==> src/rtl/uart_irq_pkg.sv <==
package uart_irq_pkg;

  localparam int NFLAG = 4;
  localparam int NDMA  = 2;

  // Flag slots; the order selects reset values and DMA channels.
  typedef enum logic [1:0] {
    FLG_TBE = 2'd0,
    FLG_RBF = 2'd1,
    FLG_ERR = 2'd2,
    FLG_CTS = 2'd3
  } flag_e;

  // Only the transmit-empty flag comes out of reset set.
  function automatic logic flag_rst_val(input int idx);
    return (idx == int'(FLG_TBE));
  endfunction

endpackage

==> src/rtl/uart_rst_sync.sv <==
module uart_rst_sync #(
  parameter int STAGES = 2
) (
  input  logic clk,
  input  logic rst_n,
  output logic rst_sync_n
);

  logic [STAGES-1:0] sync_q;
  logic [STAGES-1:0] sync_d;

  always_comb begin
    sync_d = {sync_q[STAGES-2:0], 1'b1};
  end

  always_ff @(posedge clk or negedge rst_n) begin
    if (!rst_n) begin
      sync_q <= '0;
    end else begin
      sync_q <= sync_d;
    end
  end

  assign rst_sync_n = sync_q[STAGES-1];

endmodule

==> src/rtl/uart_irq_flag.sv <==
module uart_irq_flag #(
  parameter logic RST_VAL = 1'b0
) (
  input  logic clk,
  input  logic rst_n,
  input  logic set_i,
  input  logic clr_i,
  output logic flag_o
);

  logic flag_q;
  logic flag_d;
  logic upd_en;

  // The set event is applied last, so it wins over a clear in the same cycle.
  always_comb begin
    upd_en = set_i | clr_i;
    flag_d = flag_q;
    if (clr_i) flag_d = 1'b0;
    if (set_i) flag_d = 1'b1;
  end

  always_ff @(posedge clk or negedge rst_n) begin
    if (!rst_n) begin
      flag_q <= RST_VAL;
    end else if (upd_en) begin
      flag_q <= flag_d;
    end
  end

  assign flag_o = flag_q;

endmodule

==> src/rtl/uart_dma_edge.sv <==
module uart_dma_edge #(
  parameter logic RST_VAL = 1'b0
) (
  input  logic clk,
  input  logic rst_n,
  input  logic flag_i,
  input  logic en_i,
  output logic req_o
);

  logic shadow_q;

  // The shadow copy resets to the flag's own reset value, so reset makes no edge.
  always_ff @(posedge clk or negedge rst_n) begin
    if (!rst_n) begin
      shadow_q <= RST_VAL;
    end else begin
      shadow_q <= flag_i;
    end
  end

  assign req_o = en_i & flag_i & ~shadow_q;

endmodule

==> src/rtl/uart_irq_dma_ctl.sv <==
module uart_irq_dma_ctl
  import uart_irq_pkg::*;
#(
  parameter int NUM_ERR     = 3,
  parameter int SYNC_STAGES = 2
) (
  input  logic               clk,
  input  logic               rst_n,
  input  logic               ev_tx_empty,
  input  logic               ev_rx_full,
  input  logic [NUM_ERR-1:0] ev_err,
  input  logic               ev_cts_chg,
  input  logic               wr_txbuf,
  input  logic               rd_rxbuf,
  input  logic               rd_status,
  input  logic               rd_ictrl,
  input  logic               en_tx_irq,
  input  logic               en_rx_irq,
  input  logic               en_err_irq,
  input  logic               en_fc_irq,
  input  logic               en_tx_dma,
  input  logic               en_rx_dma,
  output logic               irq_tx,
  output logic               irq_rx,
  output logic               irq_fc,
  output logic               dma_tx_req,
  output logic               dma_rx_req
);

  logic             rst_sync_n;
  logic [NFLAG-1:0] set_vec;
  logic [NFLAG-1:0] clr_vec;
  logic [NFLAG-1:0] flag_q;
  logic [NDMA-1:0]  dma_en;
  logic [NDMA-1:0]  dma_req;

  uart_rst_sync #(
    .STAGES(SYNC_STAGES)
  ) u_rst_sync (
    .clk       (clk),
    .rst_n     (rst_n),
    .rst_sync_n(rst_sync_n)
  );

  // Each flag is paired with the one bus access that clears it.
  always_comb begin
    set_vec          = '0;
    clr_vec          = '0;
    set_vec[FLG_TBE] = ev_tx_empty;
    clr_vec[FLG_TBE] = wr_txbuf;
    set_vec[FLG_RBF] = ev_rx_full;
    clr_vec[FLG_RBF] = rd_rxbuf;
    set_vec[FLG_ERR] = |ev_err;
    clr_vec[FLG_ERR] = rd_status;
    set_vec[FLG_CTS] = ev_cts_chg;
    clr_vec[FLG_CTS] = rd_ictrl;
  end

  for (genvar g = 0; g < NFLAG; g++) begin : g_flag
    uart_irq_flag #(
      .RST_VAL(flag_rst_val(g))
    ) u_flag (
      .clk   (clk),
      .rst_n (rst_sync_n),
      .set_i (set_vec[g]),
      .clr_i (clr_vec[g]),
      .flag_o(flag_q[g])
    );
  end

  // DMA channel 0 follows the transmit-empty flag, channel 1 the receive-full flag.
  assign dma_en = {en_rx_dma, en_tx_dma};

  for (genvar c = 0; c < NDMA; c++) begin : g_dma
    uart_dma_edge #(
      .RST_VAL(flag_rst_val(c))
    ) u_edge (
      .clk   (clk),
      .rst_n (rst_sync_n),
      .flag_i(flag_q[c]),
      .en_i  (dma_en[c]),
      .req_o (dma_req[c])
    );
  end

  assign dma_tx_req = dma_req[0];
  assign dma_rx_req = dma_req[1];

  // A DMA enable takes the matching buffer source out of the interrupt path.
  always_comb begin
    irq_tx = flag_q[FLG_TBE] & en_tx_irq & ~en_tx_dma;
    irq_rx = (flag_q[FLG_RBF] & en_rx_irq & ~en_rx_dma)
           | (flag_q[FLG_ERR] & en_err_irq);
    irq_fc = flag_q[FLG_CTS] & en_fc_irq;
  end

endmodule

==> config.mk <==
export PLATFORM = sky130hd
export DESIGN_NAME = uart_irq_dma_ctl
export DESIGN_NICKNAME = d
export VERILOG_FILES = /design/src/rtl/uart_irq_pkg.sv /design/src/rtl/uart_rst_sync.sv /design/src/rtl/uart_irq_flag.sv /design/src/rtl/uart_dma_edge.sv /design/src/rtl/uart_irq_dma_ctl.sv
export SDC_FILE = /design/constraint.sdc
export NUM_CORES = 1
export LEC_CHECK = 0
export BUFFER_PORTS_ARGS = -buffer_cell sky130_fd_sc_hd__buf_2
export CORE_AREA = 2 2 39 41
export DETAILED_ROUTE_END_ITERATION = 12
export DIE_AREA = 0 0 41 43
export HOLD_SLACK_MARGIN = 0.05
export PLACE_DENSITY = 0.62
export SLEW_MARGIN = 0
export SYNTH_ARGS = -nofsm -noshare
export SYNTH_HDL_FRONTEND = slang
export SYNTH_HIERARCHICAL = 1
export SYNTH_SLANG_ARGS = --single-unit
==> constraint.sdc <==
create_clock -name clk -period 1.5 [get_ports clk]
set_input_delay 0.3 -clock clk [delete_from_list [all_inputs] [get_ports clk]]
set_output_delay 0.3 -clock clk [all_outputs]
set_load 0.05 [all_outputs]
---- Word level (Yosys, flattened, before mapping) ----
Cells that the tools add are included.
word-level totals
  register bits after elaboration ......... 8
  input port bits ......................... 18
  output and inout bits ................... 5
  logic and storage cells ................. 43
operators by class
  mux-type cells .......................... 8
  bitwise logic cells ..................... 19
  reductions and logical operators ........ 9
operator list
  operator           count
  $and 1x1->1        10
  $mux 1             8
  $reduce_and 2->1   4
  $reduce_bool 2->1  4
  $or 1x1->1         5
  $not 1->1          4
  $reduce_or 3->1    1

---- Logic depth before layout (Yosys ltp) ----
  depth after elaboration ................. 3
  depth in mapped cells ................... 2
  gate-level depth less buffers ........... 2

---- Cells and area by module ----
Netlist, hierarchy kept.
modules (own cells, without submodules)
  module                                 times used  cells an instance  area each (um^2)  sequential area each (um^2)
  uart_irq_flag at g_flag[1].u_flag ...  3           3                  36.3              25.0
  uart_rst_sync                          1           3                  53.8              50.0
  uart_irq_flag at g_flag[0].u_flag      1           3                  37.5              26.3
  uart_dma_edge at g_dma[0].u_edge       1           2                  35.0              26.3
  uart_dma_edge at g_dma[1].u_edge       1           2                  33.8              25.0
  uart_irq_dma_ctl                       1           7                  32.5              0.0

---- Least setup slack after synthesis ----
OpenSTA, ideal clock, no wires.
  path kind ............................... register -> output
  start ................................... register g_flag[1].u_flag.flag_q
  end ..................................... output port irq_rx
  arrival time ............................ 1.486 ns
  data required time ...................... 1.200 ns
  setup slack ............................. -0.286 ns
  cell stages (with the launch flop) ...... 3
  path buffers ............................ 0
  cell sequence ........................... dfrtp_1 nand2_1 o21ai_0
on the way
  word-level cells in the longest chain between the ends .. 3
RTL lines
  element                   RTL line                text
  from (decl)               uart_irq_flag.sv:11     logic flag_q;
  from (signal assigned)    uart_irq_flag.sv:27     flag_q <= flag_d;
  $and 1x1->1 (2 in a row)  uart_irq_dma_ctl.sv:92  irq_rx = (flag_q[FLG_RBF] & en_rx_irq & ~en_rx_dma)
  $or 1x1->1                uart_irq_dma_ctl.sv:93  | (flag_q[FLG_ERR] & en_err_irq);
  to (decl)                 uart_irq_dma_ctl.sv:24  output logic irq_rx,
No other way between the ends.

---- Worst setup path after layout ----
  start ................................... register g_flag[0].u_flag.flag_q
  end ..................................... output port dma_tx_req
on the way
  word-level cells in the longest chain between the ends .. 2
RTL lines
  element                   RTL line                text
  from (decl)               uart_irq_flag.sv:11
  from (signal assigned)    uart_irq_flag.sv:27
  $and 1x1->1 (2 in a row)  uart_dma_edge.sv:22     assign req_o = en_i & flag_i & ~shadow_q;
  to (decl)                 uart_irq_dma_ctl.sv:26  output logic dma_tx_req,
No other way between the ends.

==> impl_table.tex <==
\begin{tabular}{lr}
\hline
Metric & Value \\
\hline
\multicolumn{2}{l}{\textbf{STA}} \\
\quad Hold violation total from the final report & 0 \\
\quad Unrepaired setup endpoints after global routing & false \\
\quad Post-route fraction of the period consumed by the critical path & 95.4\% \\
\quad Count of endpoints failing setup in the final report & 0 \\
\quad Max-slew violation count & 0 \\
\quad Minimum clock period & $\sim$1400 ps \\
\quad Clock skew & 1.73 ps \\
\quad Worst hold margin & 90.5 ps \\
\quad Setup TNS Final & 0 ps \\
\quad Timing-limited maximum frequency & about 700 MHz \\
\multicolumn{2}{l}{\textbf{Power}} \\
\quad Maximum vdd ir drop & just under 0.6 mV \\
\quad Leakage power figure & approximately 0.27 nW \\
\quad Power per cell area & 1020 nW/um2 \\
\multicolumn{2}{l}{\textbf{Logic synthesis}} \\
\quad Cell taking the most area after synthesis & sky130\_fd\_sc\_hd\_\_dfrtp\_1 \\
\quad FFs w/ async S/R, synth & 100\% \\
\quad Area share of the largest cell type after synthesis & 49.8\% \\
\quad Seq cells post-synth & 8 \\
\quad Cells after synthesis & 26 \\
\quad Dominant cells by area after synthesis & sky130\_fd\_sc\_hd\_\_dfrtp\_1, sky130\_fd\_sc\_hd\_\_dfstp\_2, sky130\_fd\_sc\_hd\_\_a21o\_1 \\
\quad Number of synthesized flops with an enable pin & 0 \\
\quad Sequential cell area fraction in the yosys report & 67.2\% \\
\quad Mean instance size in the synthesized netlist & about 12 um2 \\
\quad Leading register cell type out of synthesis & sky130\_fd\_sc\_hd\_\_dfrtp\_1 \\
\quad Cell types with the highest counts after synthesis & sky130\_fd\_sc\_hd\_\_dfrtp\_1, sky130\_fd\_sc\_hd\_\_a21o\_1, sky130\_fd\_sc\_hd\_\_inv\_1 \\
\quad Total number of yosys warnings & 6 \\
\quad Synth cell types & 11 \\
\quad Cell with the most instances after synthesis & sky130\_fd\_sc\_hd\_\_dfrtp\_1 \\
\quad Cell area after synthesis & $\sim$300 um2 \\
\quad Synth Net Count & 44 \\
\multicolumn{2}{l}{\textbf{Detailed routing}} \\
\quad Antenna-violating nets left & 0 \\
\quad WL final & 513 um \\
\quad Initial drt markers & 0 \\
\quad Number of vias in the routed layout & $\sim$270 \\
\quad Detailed-route vias per instance & a little under 4 \\
\quad Detail-routed net length per standard cell & $\sim$7.4 um \\
\quad DRC & 0 \\
\quad Number of iterations in the first detailed-routing pass & 1 \\
\multicolumn{2}{l}{\textbf{Floorplan}} \\
\quad Starting utilization of the core area & a little over a fifth \\
\quad Count of pins on the block boundary & 23 \\
\quad Placeable core region & 1380 um2 \\
\quad Area of the die & around 1800 um2 \\
\quad Horizontal die dimension & $\sim$40 um \\
\quad Die H & about 43 um \\
\quad Row cnt & 14 \\
\multicolumn{2}{l}{\textbf{Hold path}} \\
\quad Hold Crit Class & reg -> async \\
\multicolumn{2}{l}{\textbf{Critical path}} \\
\quad Endpoint class of the critical path & output port \\
\quad Setup Crit Path Kind & reg -> out \\
\quad CP Max Fanout & 4 \\
\quad Arrival time at the worst endpoint & 1130 ps \\
\quad Number of cells on the worst reg-to-reg path & 1 \\
\quad Reg2reg start & g\_flag[0].u\_flag/flag\_o \\
\quad Sort of element at the start of the critical path & register \\
\quad Beginning of the critical path & g\_flag[0].u\_flag/flag\_o \\
\quad Critical Path RT & between 1000 and 1500 ps \\
\multicolumn{2}{l}{\textbf{Clocking}} \\
\quad Register clock-pin slew on the reported worst setup and hold paths & 50 ps \\
\quad Cts bufs inserted & 3 \\
\quad CTS Buffer Depth & 2 \\
\quad CTS Root Cell & sky130\_fd\_sc\_hd\_\_clkbuf\_4 \\
\quad Sink count of the clock tree & 8 \\
\quad TritonCTS clock tree & yes \\
\quad Clk\_lat worst skew & 240 ps \\
\quad Htree depth & 1 \\
\multicolumn{2}{l}{\textbf{Finish}} \\
\quad Area Growth Syn to Fin & 57.7\% \\
\quad Fraction of layout cells with a size suffix above 1 & roughly 53\% \\
\quad N\_diodes & 0 \\
\quad Post-layout net count & between 70 and 80 \\
\quad Finished Cell Area & about 480 um2 \\
\multicolumn{2}{l}{\textbf{Global routing}} \\
\quad Maximum number of pins on one net before global-route repair & 7 \\
\quad Total track usage & $\sim$7.5\% \\
\quad First-pass GRT wire length & between 800 and 900 um \\
\quad Vias in the first global route & approximately 250 \\
\quad Antenna violations before repair & 0 \\
\quad Total gr overflow & 0 \\
\multicolumn{2}{l}{\textbf{Flow run}} \\
\quad Max Cap Viol & 0 \\
\multicolumn{2}{l}{\textbf{Placement}} \\
\quad RePlAce Congestion & 0.517 \\
\quad Total half-perimeter wirelength after legalization and detailed placement & between 400 and 500 um \\
\quad Number of port buffers & 22 \\
\quad Placement Cell Area & around 430 um2 \\
\multicolumn{2}{l}{\textbf{Status}} \\
\quad Result of the run & finished clean \\
\hline
\end{tabular}
-- critical path, cell delays in order, from the launching register on --
cell and delay, ps:
sky130_fd_sc_hd__dfstp_2 540, sky130_fd_sc_hd__and3b_1 150, sky130_fd_sc_hd__buf_4 190
-- final timing paths --
check	to	slack, ps
worst max-delay path	dma_tx_req	70
worst min-delay path	g_dma[1].u_edge/shadow_q	90
worst max register to register	g_flag[0].u_flag/flag_o	790
worst min register to register	g_dma[1].u_edge/shadow_q	90
max in group asynchronous	u_rst_sync/sync_q[0]	1050
min in group clk	g_flag[3].u_flag/flag_o	230
-- cell families (layout without fill, tap and decap cells) --
| kind of cell | Yosys count | count (layout) | share of synthesized area (%) |
|---|---|---|---|
| flops | 8 | 8 | 67.2 |
| simple gates | 8 | 8 | 14.9 |
| compound gates | 5 | 5 | 11.6 |
| buf+inv | 4 | 31 | 4.98 |
| other cells | 1 | 1 | 1.24 |
-- state kept, by name, summed over array words and instances, names as in the netlist --
signal and flops:
g_dma.u_edge/shadow_q 2, u_rst_sync/sync_q 2, g_flag.u_flag/flag_o 4
-- stage by stage --
step / total power (W) / utilization [%] / setup slack, ps / instances
final: 0.000486 / 34.4 / 68.9 / 69
after global placement: 0.000317 / 31.4 / 278 / 64
after detailed placement: 0.000319 / 31.4 / 271 / 64
after CTS: 0.000495 / 34.2 / 12.3 / 69
after global routing: 0.000530 / 34.4 / 0.707 / 69
after floorplan: 0.000286 / - / 91.4 / 26
-- report_power, final --
| group | internal (W) | leakage (nW) | total (W) | switching (W) |
|---|---|---|---|---|
| Combinational | 0.0000337 | 0.170 | 0.0000777 | 0.0000440 |
| Sequential | 0.000232 | 0.0858 | 0.000240 | 0.00000840 |
| Clock | 0.000101 | 0.0150 | 0.000168 | 0.0000669 |
| Total | 0.000367 | 0.271 | 0.000486 | 0.000119 |
-- final cells by class --
type	instances	area, um2
multi-input combinational	14	86.3
timing repair buffer	23	125
fill	149	908
sequential	8	203
inverter	4	15.0
clock buffer	4	26.3
tap	16	20.0
-- routing by layer --
| layer | GRT usage, % | vias up | share of wire, % |
|---|---|---|---|
| li1 | - | 134 | - |
| met3 | 6.28 | 0 | 16 |
| met1 | 6.35 | 117 | 34 |
| met4 | 2.00 | 0 | 0 |
| met2 | 12.5 | 17 | 50 |
| met5 | 0 | - | 0 |
-- cell usage in the layout, fill, tap and decap left out, types with 2 or more instances in the layout --
cell,synthesis,final
sky130_fd_sc_hd__a21o_1,4,4
sky130_fd_sc_hd__and3b_1,2,2
sky130_fd_sc_hd__buf_2,0,20
sky130_fd_sc_hd__buf_4,0,2
sky130_fd_sc_hd__clkbuf_4,0,3
sky130_fd_sc_hd__dfrtp_1,6,6
sky130_fd_sc_hd__dfstp_2,2,2
sky130_fd_sc_hd__inv_1,4,4
sky130_fd_sc_hd__nand2_1,3,3
-- repair_timing --
| action | CTS | global route |
|---|---|---|
| endpoints found under the hold margin | 2 | 0 |
| resized for setup | 1 | 2 |
| pin swaps | 0 | 0 |
| hold buffers | 1 | 0 |
| endpoints found under the setup margin | 1 | 1 |
| buffers inserted | 0 | 0 |
Note: power is estimated with default switching activity, not from simulation.
